==> config.mk <==
export PLATFORM = sky130hd
export DESIGN_NAME = apb_watchdog_lk
export DESIGN_NICKNAME = d
export VERILOG_FILES = /design/src/rtl/wdt_pkg.sv /design/src/rtl/wdt_counter.sv /design/src/rtl/wdt_regs.sv /design/src/rtl/wdt_outsel.sv /design/src/rtl/apb_watchdog_lk.sv
export SDC_FILE = /design/constraint.sdc
export NUM_CORES = 1
export LEC_CHECK = 0
export BUFFER_PORTS_ARGS = -buffer_cell sky130_fd_sc_hd__buf_2
export CAP_MARGIN = 10
export CORE_MARGIN = 8
export CORE_UTILIZATION = 40
export DETAILED_ROUTE_END_ITERATION = 6
export GPL_TIMING_DRIVEN = 1
export PLACE_DENSITY_LB_ADDON = 0.05
export SETUP_SLACK_MARGIN = 0.2
export SKIP_CTS_REPAIR_TIMING = 1
export SYNTH_ARGS = -nofsm -noshare
export SYNTH_HDL_FRONTEND = slang
export SYNTH_SLANG_ARGS = --single-unit
==> constraint.sdc <==
create_clock -name pclk -period 2.8 [get_ports pclk]
set_clock_uncertainty 0.1 [all_clocks]
set_input_delay 0.28 -clock pclk [delete_from_list [all_inputs] [get_ports pclk]]
set_output_delay 0.28 -clock pclk [all_outputs]
set_load 0.1 [all_outputs]
==> src/rtl/wdt_pkg.sv <==
package wdt_pkg;

    // word offsets (byte offset / 4)
    localparam logic [9:0] W_LOAD     = 10'h000;
    localparam logic [9:0] W_COUNT    = 10'h001;
    localparam logic [9:0] W_CTRL     = 10'h002;
    localparam logic [9:0] W_ICLR     = 10'h003;
    localparam logic [9:0] W_RAW      = 10'h004;
    localparam logic [9:0] W_MASKED   = 10'h005;
    localparam logic [9:0] W_LOCK     = 10'h300;
    localparam logic [9:0] W_TCTL     = 10'h3C0;
    localparam logic [9:0] W_TOUT     = 10'h3C1;
    localparam logic [9:0] W_ID_FIRST = 10'h3F4;
    localparam logic [9:0] W_ID_LAST  = 10'h3FF;

    typedef struct packed {
        logic rst_en;   // bit 1
        logic irq_en;   // bit 0
    } ctrl_t;

    function automatic logic [7:0] id_byte(input logic [3:0] idx, input logic variant);
        return (variant ? 8'hC0 : 8'hA0) + {4'h0, idx};
    endfunction

endpackage

==> src/rtl/wdt_counter.sv <==
module wdt_counter #(
    parameter int CNT_W = 32
) (
    input  logic             clk,
    input  logic             rst_n,
    input  logic             tick_en,
    input  logic             load_wr,
    input  logic [CNT_W-1:0] load_val,
    input  logic             reload_req,
    input  logic [CNT_W-1:0] reload_val,
    input  logic             pend_i,
    output logic [CNT_W-1:0] count_o,
    output logic             first_o,
    output logic             final_o
);

    typedef struct packed {
        logic [CNT_W-1:0] cnt;
        logic             run;
    } cnt_st_t;

    cnt_st_t st_d, st_q;

    always_comb begin
        st_d    = st_q;
        first_o = 1'b0;
        final_o = 1'b0;
        if (load_wr) begin
            st_d.cnt = load_val;
            st_d.run = 1'b1;
        end else if (reload_req) begin
            st_d.cnt = reload_val;
        end else if (st_q.run && tick_en) begin
            if (st_q.cnt <= CNT_W'(1)) begin
                if (!pend_i) begin
                    first_o  = 1'b1;
                    st_d.cnt = reload_val;
                end else begin
                    final_o  = 1'b1;
                    st_d.run = 1'b0;
                    st_d.cnt = '0;
                end
            end else begin
                st_d.cnt = st_q.cnt - CNT_W'(1);
            end
        end
    end

    always_ff @(posedge clk or negedge rst_n) begin
        if (!rst_n) begin
            st_q.cnt <= '1;
            st_q.run <= 1'b1;
        end else begin
            st_q <= st_d;
        end
    end

    assign count_o = st_q.cnt;

endmodule

==> src/rtl/wdt_regs.sv <==
module wdt_regs
    import wdt_pkg::*;
#(
    parameter int                DATA_W = 32,
    parameter int                WORD_AW = 10,
    parameter int                STICKY = 0,
    parameter logic [DATA_W-1:0] KEY = 32'h1ACCE551
) (
    input  logic               clk,
    input  logic               rst_n,
    input  logic               psel,
    input  logic               penable,
    input  logic               pwrite,
    input  logic [WORD_AW-1:0] word_i,
    input  logic [DATA_W-1:0]  pwdata,
    input  logic [DATA_W-1:0]  count_i,
    input  logic               first_i,
    input  logic               final_i,
    output logic [DATA_W-1:0]  prdata,
    output logic               load_wr_o,
    output logic               iclr_o,
    output logic [DATA_W-1:0]  load_o,
    output logic               raw_o,
    output logic               rstat_o,
    output logic               lock_o,
    output ctrl_t              ctrl_o,
    output logic               tctl_o,
    output logic [1:0]         tout_o
);

    localparam bit HAS_TEST = (STICKY == 0);

    typedef struct packed {
        logic [DATA_W-1:0] load;
        ctrl_t             ctrl;
        logic              raw;
        logic              rstat;
        logic              lock;
        logic              tctl;
        logic [1:0]        tout;
    } reg_st_t;

    reg_st_t r_d, r_q;
    logic    wr, open;
    logic    hit_load, hit_ctrl, hit_iclr, hit_lock, hit_tctl, hit_tout, hit_id;
    logic [3:0] id_ofs;

    assign hit_load = (word_i == WORD_AW'(W_LOAD));
    assign hit_ctrl = (word_i == WORD_AW'(W_CTRL));
    assign hit_iclr = (word_i == WORD_AW'(W_ICLR));
    assign hit_lock = (word_i == WORD_AW'(W_LOCK));
    assign hit_tctl = HAS_TEST && (word_i == WORD_AW'(W_TCTL));
    assign hit_tout = HAS_TEST && (word_i == WORD_AW'(W_TOUT));
    assign hit_id   = (word_i >= WORD_AW'(W_ID_FIRST)) && (word_i <= WORD_AW'(W_ID_LAST));
    assign id_ofs   = 4'(word_i - WORD_AW'(W_ID_FIRST));

    assign wr        = psel && penable && pwrite;
    assign open      = wr && !r_q.lock;
    assign load_wr_o = open && hit_load;
    assign iclr_o    = open && hit_iclr;

    always_comb begin
        r_d = r_q;
        if (load_wr_o) r_d.load = pwdata;
        if (open && hit_ctrl && !((STICKY != 0) && r_q.ctrl.irq_en))
            r_d.ctrl = ctrl_t'(pwdata[1:0]);
        if (wr && hit_lock) r_d.lock = (pwdata != KEY);
        if (open && hit_tctl) r_d.tctl = pwdata[0];
        if (open && hit_tout) r_d.tout = pwdata[1:0];
        if (iclr_o)       r_d.raw = 1'b0;
        else if (first_i) r_d.raw = 1'b1;
        if (final_i) r_d.rstat = 1'b1;
    end

    always_ff @(posedge clk or negedge rst_n) begin
        if (!rst_n) begin
            r_q.load  <= '1;
            r_q.ctrl  <= '0;
            r_q.raw   <= 1'b0;
            r_q.rstat <= 1'b0;
            r_q.lock  <= 1'b0;
            r_q.tctl  <= 1'b0;
            r_q.tout  <= 2'b00;
        end else begin
            r_q <= r_d;
        end
    end

    always_comb begin
        prdata = '0;
        if (psel && !pwrite) begin
            if (hit_load)                              prdata = r_q.load;
            else if (word_i == WORD_AW'(W_COUNT))      prdata = count_i;
            else if (hit_ctrl)                         prdata = DATA_W'(r_q.ctrl);
            else if (word_i == WORD_AW'(W_RAW))        prdata = DATA_W'(r_q.raw);
            else if (word_i == WORD_AW'(W_MASKED))     prdata = DATA_W'(r_q.raw && r_q.ctrl.irq_en);
            else if (hit_lock)                         prdata = DATA_W'(r_q.lock);
            else if (hit_tctl)                         prdata = DATA_W'(r_q.tctl);
            else if (hit_id)                           prdata = DATA_W'(id_byte(id_ofs, STICKY != 0));
        end
    end

    assign load_o  = r_q.load;
    assign raw_o   = r_q.raw;
    assign rstat_o = r_q.rstat;
    assign lock_o  = r_q.lock;
    assign ctrl_o  = r_q.ctrl;
    assign tctl_o  = r_q.tctl;
    assign tout_o  = r_q.tout;

endmodule

==> src/rtl/wdt_outsel.sv <==
module wdt_outsel
    import wdt_pkg::*;
#(
    parameter bit HAS_TEST = 1'b1
) (
    input  logic       raw_i,
    input  logic       rstat_i,
    input  ctrl_t      ctrl_i,
    input  logic       tctl_i,
    input  logic [1:0] tout_i,
    output logic       irq_o,
    output logic       rst_o
);

    logic irq_norm, rst_norm;
    assign irq_norm = raw_i && ctrl_i.irq_en;
    assign rst_norm = rstat_i && ctrl_i.rst_en;

    generate
        if (HAS_TEST) begin : g_test
            assign irq_o = tctl_i ? tout_i[1] : irq_norm;
            assign rst_o = tctl_i ? tout_i[0] : rst_norm;
        end else begin : g_plain
            logic unused_test;
            assign unused_test = tctl_i ^ (^tout_i);
            assign irq_o = irq_norm;
            assign rst_o = rst_norm;
        end
    endgenerate

endmodule

==> src/rtl/apb_watchdog_lk.sv <==
module apb_watchdog_lk
    import wdt_pkg::*;
#(
    parameter int                DATA_W = 32,
    parameter int                ADDR_W = 12,
    parameter int                STICKY_CTRL = 0,
    parameter logic [DATA_W-1:0] UNLOCK_KEY = 32'h1ACCE551
) (
    input  logic              pclk,
    input  logic              presetn,
    input  logic              psel,
    input  logic              penable,
    input  logic              pwrite,
    input  logic [ADDR_W-1:0] paddr,
    input  logic [DATA_W-1:0] pwdata,
    output logic [DATA_W-1:0] prdata,
    input  logic              cnt_en,
    output logic              irq_o,
    output logic              rst_req_o
);

    localparam int WORD_AW = ADDR_W - 2;

    logic [WORD_AW-1:0] word_w;
    logic [DATA_W-1:0]  count_w, load_w;
    logic               first_w, final_w, load_wr_w, iclr_w;
    logic               raw_w, rstat_w, lock_w, tctl_w;
    logic [1:0]         tout_w;
    ctrl_t              ctrl_w;
    logic               unused_lsb;

    assign word_w     = paddr[ADDR_W-1:2];
    assign unused_lsb = ^paddr[1:0];

    wdt_counter #(.CNT_W(DATA_W)) u_cnt (
        .clk        (pclk),
        .rst_n      (presetn),
        .tick_en    (cnt_en),
        .load_wr    (load_wr_w),
        .load_val   (pwdata),
        .reload_req (iclr_w),
        .reload_val (load_w),
        .pend_i     (raw_w),
        .count_o    (count_w),
        .first_o    (first_w),
        .final_o    (final_w)
    );

    wdt_regs #(
        .DATA_W  (DATA_W),
        .WORD_AW (WORD_AW),
        .STICKY  (STICKY_CTRL),
        .KEY     (UNLOCK_KEY)
    ) u_regs (
        .clk       (pclk),
        .rst_n     (presetn),
        .psel      (psel),
        .penable   (penable),
        .pwrite    (pwrite),
        .word_i    (word_w),
        .pwdata    (pwdata),
        .count_i   (count_w),
        .first_i   (first_w),
        .final_i   (final_w),
        .prdata    (prdata),
        .load_wr_o (load_wr_w),
        .iclr_o    (iclr_w),
        .load_o    (load_w),
        .raw_o     (raw_w),
        .rstat_o   (rstat_w),
        .lock_o    (lock_w),
        .ctrl_o    (ctrl_w),
        .tctl_o    (tctl_w),
        .tout_o    (tout_w)
    );

    wdt_outsel #(.HAS_TEST(STICKY_CTRL == 0)) u_out (
        .raw_i   (raw_w),
        .rstat_i (rstat_w),
        .ctrl_i  (ctrl_w),
        .tctl_i  (tctl_w),
        .tout_i  (tout_w),
        .irq_o   (irq_o),
        .rst_o   (rst_req_o)
    );

endmodule

Word level (Yosys, flattened, before mapping)
Cells that the tools add are included.
{"block": "word_totals", "regBits": 73, "inputBits": 50, "out_inout_bits": 34, "wordCells": 80}
{"block": "classes", "n_addsub": 3, "order_cmp": 3, "n_eq_ne": 10, "muxes": 31, "n_reduce_logical": 23}
{"op": "$mux 32", "n": 11}
{"op": "$mux 33", "n": 2}
{"op": "$le 32x1->1 const B", "n": 1}
{"op": "$ne 32x29->1 const B", "n": 1}
{"op": "$sub 32x1->32 const B", "n": 1}
{"op": "$eq 10x10->1 const B", "n": 3}
{"op": "$eq 10x2->1 const B", "n": 2}
{"op": "$eq 10x3->1 const B", "n": 2}
{"op": "$mux 1", "n": 17}
{"op": "$logic_and 1x1->1", "n": 14}
{"op": "$eq 10x1->1 const B", "n": 1}
{"op": "$ge 10x10->1 const B", "n": 1}
{"op": "$le 10x10->1 const B", "n": 1}
{"op": "$logic_not 10->1", "n": 1}
{"op": "$add 8x4->8 const A", "n": 1}
{"op": "$mux 8", "n": 1}
{"op": "$reduce_bool 2->1", "n": 4}
{"op": "$reduce_and 4->1", "n": 1}
{"op": "$sub 4x3->4 const B", "n": 1}
{"op": "$reduce_bool 3->1", "n": 1}
{"op": "$logic_not 1->1", "n": 2}
{"op": "$ne 2x2->1 const B", "n": 1}

Longest topological paths before layout
{"block": "depth", "word_depth": 11, "depth_mapped": 11, "depth_no_buf": 8}

By module
Synthesis repeated with hierarchy kept, for this count alone.
{"block": "unflattened", "hier_cells": 667, "area_unflattened_um2": 5824.3}
{"mod": "wdt_counter", "instances": 1, "cells_each": 434, "area_each_um2": 3228.1, "seq_area_each_um2": 867.1}
{"mod": "wdt_regs", "instances": 1, "cells_each": 227, "area_each_um2": 2571.2, "seq_area_each_um2": 1041.0}
{"mod": "wdt_outsel", "instances": 1, "cells_each": 6, "area_each_um2": 25.0, "seq_area_each_um2": 0.0}

Least setup slack after synthesis
OpenSTA, ideal clock, no wires.
{"block": "synth_timing", "kind": "in2out", "from": "input port paddr[10]", "to": "output port prdata[1]", "t_arrival_ps": 3538, "required_ps": 2420, "slack_ps": -1118, "stages": 5, "path_buffers": 0, "cell_sequence": "nor4_1 nand2_1 nor2_1 a22oi_1 a211oi_1"}
{"block": "synth_via", "elab_chain_len": 11, "elab_cells_between_ends": 19, "classes_between": "order compare (2); eq/ne (6); mux (9); reduce/logical (2)"}
{"element": "start, declared", "line_no": "apb_watchdog_lk.sv:14", "rtl": "input logic [ADDR_W-1:0] paddr,"}
{"element": "$ge 10x10->1 / $le 10x10->1 (equally long branches)", "line_no": "wdt_regs.sv:54", "rtl": "assign hit_id = (word_i >= WORD_AW'(W_ID_FIRST)) && (word_i <= WORD_AW'(W_ID_LAST));"}
{"element": "$logic_and 1x1->1", "line_no": "wdt_regs.sv:54"}
{"element": "$mux 8", "line_no": "wdt_regs.sv:99", "rtl": "else if (hit_id) prdata = DATA_W'(id_byte(id_ofs, STICKY != 0));"}
{"element": "$mux 32", "line_no": "wdt_regs.sv:98", "rtl": "else if (hit_tctl) prdata = DATA_W'(r_q.tctl);"}
{"element": "$mux 32", "line_no": "wdt_regs.sv:97", "rtl": "else if (hit_lock) prdata = DATA_W'(r_q.lock);"}
{"element": "$mux 32", "line_no": "wdt_regs.sv:96", "rtl": "else if (word_i == WORD_AW'(W_MASKED)) prdata = DATA_W'(r_q.raw && r_q.ctrl.irq_en);"}
{"element": "$mux 32", "line_no": "wdt_regs.sv:95", "rtl": "else if (word_i == WORD_AW'(W_RAW)) prdata = DATA_W'(r_q.raw);"}
{"element": "$mux 32", "line_no": "wdt_regs.sv:94", "rtl": "else if (hit_ctrl) prdata = DATA_W'(r_q.ctrl);"}
{"element": "$mux 32", "line_no": "wdt_regs.sv:93", "rtl": "else if (word_i == WORD_AW'(W_COUNT)) prdata = count_i;"}
{"element": "$mux 32 (*)", "line_no": "wdt_regs.sv:92", "rtl": "if (hit_load) prdata = r_q.load;"}
{"element": "$mux 32 (*)", "line_no": "wdt_regs.sv:91", "rtl": "if (psel && !pwrite) begin"}
{"element": "end, declared", "line_no": "apb_watchdog_lk.sv:16", "rtl": "output logic [DATA_W-1:0] prdata,"}
Every way passes the cells marked *; elsewhere a longest branch is shown, timed or not.

Worst setup path after layout
{"block": "layout_timing", "from": "register u_cnt.st_q (netlist bit u_cnt.count_o[22])", "to": "register u_cnt.st_q (netlist bit u_cnt.count_o[17])"}
{"block": "layout_via", "elab_chain_len": 5}
{"element": "start, declared", "line_no": "wdt_counter.sv:22", "rtl": "cnt_st_t st_d, st_q;"}
{"element": "start signal, assigned", "line_no": "wdt_counter.sv:54", "rtl": "st_q <= st_d;"}
{"element": "$le 32x1->1", "line_no": "wdt_counter.sv:34", "rtl": "if (st_q.cnt <= CNT_W'(1)) begin"}
{"element": "$mux 32", "line_no": "wdt_counter.sv:34"}
{"element": "$mux 33", "line_no": "wdt_counter.sv:33", "rtl": "end else if (st_q.run && tick_en) begin"}
{"element": "$mux 32", "line_no": "wdt_counter.sv:31", "rtl": "end else if (reload_req) begin"}
{"element": "$mux 33", "line_no": "wdt_counter.sv:28", "rtl": "if (load_wr) begin"}
Every way passes these cells. The select of a mux whose other input is x is not followed.
A chain may end at the register's enable or synchronous reset.

==> impl_metrics.toml <==
[status]
status = "finished clean"

[layout]
final_common_cell = "nand2_1"
fin_util_pct = 57.26
drive_gt1_share_pct = 38.84
antennaDiodeCount = 0
fin_nets = 789
final_cell_mix = "nand2_1, dfstp_2, buf_4, buf_2, buf_12"
syn_to_final_growth_pct = 41.70
fillerInstances = 1135

[sta]
slew_headroom_pct = 56.35
grt_setup_unrepaired = "yes"
setup_tns_ps = 0
tightest_slew_ps = 648.8
setup_viol = 0
fin_crit_ps = 2703
hold_violations = 0
drv_slew = 0
timing.final.crit_share_pct = 96.55
fmax_mhz = 369.9

[yosys]
synth_area_leaders = "dfstp_2, nand2_1, nor2_1, a22oi_1, dfrtp_1"
async_reset_ff_share_pct = 100.0
syn_area_sq_um = 5037
syn_inst = 624
ys_seq_elements = 73
yosysUniqueCellTypes = 67
ys_seq_area_share_pct = 37.88
yosysTopAreaCell = "dfstp_2"
syn_avg_cell_area_sq_um = 8.073
ys.flop_type = "dfstp_2"
synth.net_count = 679
ys.warnings.count = 0
synth_edf_count = 0
synth_top_cell_area_share_pct = 33.90

[floorplan]
rows = 41
die_y_microns = 128.2
dieArea_sq_um = 16440
start_util_pct = 40.41
io_pins = 84
die_width_microns = 128.2
core_area_sq_um = 12470

[grt]
grt-ovfl-total = 0
track_usage_pct = 23.58
first_global_vias = 5437
antenna_found_initial = 0
grt_pass1_wl_microns = 30130
grt_max_degree = 38

[placement]
gp_congestion = 0.8943
port_buffers = 81
dpl.hpwl_microns = 13890

[setup_path]
r2r-end = "u_cnt.count_o[17]"
r2r-start = "u_cnt.count_o[22]"
worstPathArrival_ps = 2880
cp-start-kind = "register"
critPathKind = "reg2reg"
worst_setup_path_end_kind = "register"
cp_max_fo = 7
reg2reg_depth = 7
required_ps = 2980
ff2ff_setup_slack_ps = 100

[worst_hold_path]
hp-class = "in2reg"
min_to = "u_regs.load_o[11]"
min_from = "pwdata[11]"
holdPathStages = 3

[routing]
vias_per_cell = 6.115
dr.first_iter.drc_count = 498
vias = 5571
avgRoutedWirePerCell_microns = 21.17
finalWirelength_microns = 19290
drtAntennaViolNets = 0
drc = 0
firstDrtPassIters = 5

[clock_tree]
clockBufferDepth = 2
cts-buffers-inserted = 9
cts_sinks = 73
cts_tree = "done"
clk_pin_slew_ps = 60
htree_levels = 3
cts-root-buf = "clkbuf_16"
insertion_delay_ps = 340

[pwr]
p_per_area_nw_per_um2 = 340.4
p_int_w = 0.001827
switching_share_pct = 24.82
p_clk_share_pct = 46.9
ir_drop_mv = 0.2769
seqPwrFrac_pct = 45.2
p_leak_nw = 2.890
p_sw_w = 0.0006029
comb_power_share_pct = 7.9

[job]
drv_cap = 0
[per-layer routing]
metal	up-vias	share of wire (%)	GRT usage, %
met4	0	2.3	8.392
met3	28	8.5	4.617
li1	2540	-	-
met5	-	0	0
met2	273	44	35.50
met1	2730	45	32.66
[synth_stat cells (all sizes together), types with 5 or more instances]
library cell,number
dfrtp,8
a31oi,7
clkbuf,36
nor4b,6
o31a,5
a21o,14
nand3,18
or3,11
a221o,6
a211o,8
buf,9
inv,10
dfstp,65
nand2,139
and3,6
mux2,6
a22oi,30
o21ai,20
ha,5
nand4,9
a21oi,21
or4,11
nor3,17
nor2,62
o211ai,15
and4,6
nor4,17
[power groups by stage]
stage	Combinational (W)	Clock (W)	Sequential [W]
floorplan	0.0000855	0	0.00110
global placement	0.000185	0	0.00111
detailed placement	0.000189	0	0.00111
CTS	0.000189	0.00115	0.00110
global route	0.000209	0.00119	0.00110
finish	0.000192	0.00114	0.00110
[kinds of logic after synthesis]
logic type                 share of synthesized area (%)
adders and majority gates                          1.242
muxes                                              1.540
DFF                                                37.88
buffers and inverters                              4.670
and+or+nand+nor                                    31.40
xor gates and xnor gates                          0.1739
AOI/OAI and AO/OA                                  23.10
[sequential cells by signal, summed over array words and instances, names as in the netlist]
register and count:
u_regs.tout_o 2, u_cnt.st_q 1, u_regs.ctrl_o 2, u_regs.rstat_o 1, u_regs.raw_o 1, u_regs.lock_o 1, u_cnt.count_o 32, u_regs.load_o 32
u_regs.tctl_o 1
[per-stage QoR]
stage | setup slack [ps] | cell area (sq um) | hold slack (ps) | power, W | std cells
after floorplan | 32.17 | 5328 | -115.6 | 0.001188 | 624
after global placement | 60.74 | 6705 | 273.7 | 0.001297 | 886
final | 96.63 | 7138 | 43.89 | 0.002430 | 911
after global routing | 69.86 | 7138 | 52.14 | 0.002500 | 911
after detailed placement | 46.51 | 6705 | 277.6 | 0.001300 | 886
after CTS | 13.22 | 6990 | -83.45 | 0.002437 | 902
[worst max-delay path by stage]
| stage | startpoint | end | slack [ps] | cells past startpoint |
|---|---|---|---|---|
| floorplan | paddr[10] | prdata[1] | 30 | 5 |
| global placement | u_cnt.count_o[23] | u_cnt.count_o[25] | 60 | 7 |
| detailed placement | u_cnt.count_o[23] | u_cnt.count_o[17] | 50 | 7 |
| CTS | u_cnt.count_o[23] | u_cnt.count_o[17] | 10 | 7 |
| global route | u_cnt.count_o[21] | u_cnt.count_o[17] | 70 | 7 |
| finish | u_cnt.count_o[22] | u_cnt.count_o[17] | 100 | 7 |
[worst max-delay path: stages, from the launching register on]
cell	delay (ps)
dfstp_2	380
or4_4	550
or2_4	290
or4_4	430
o31a_1	360
nor2_8	210
buf_12	170
a221o_1	150
[final cells by class]
cell class / instances / area [sq um] / share of cell area, %
Clock buffer: 14 / 275.3 / 3.856
Clock inverter: 2 / 10.01 / 0.1402
Inverter: 10 / 37.54 / 0.5259
Multi-Input combinational cell: 496 / 3232 / 45.28
Sequential cell: 73 / 1908 / 26.73
Tap cell: 172 / 215.2 / 3.015
Timing Repair Buffer: 144 / 1460 / 20.46
Note: power is estimated with default switching activity, not from simulation.
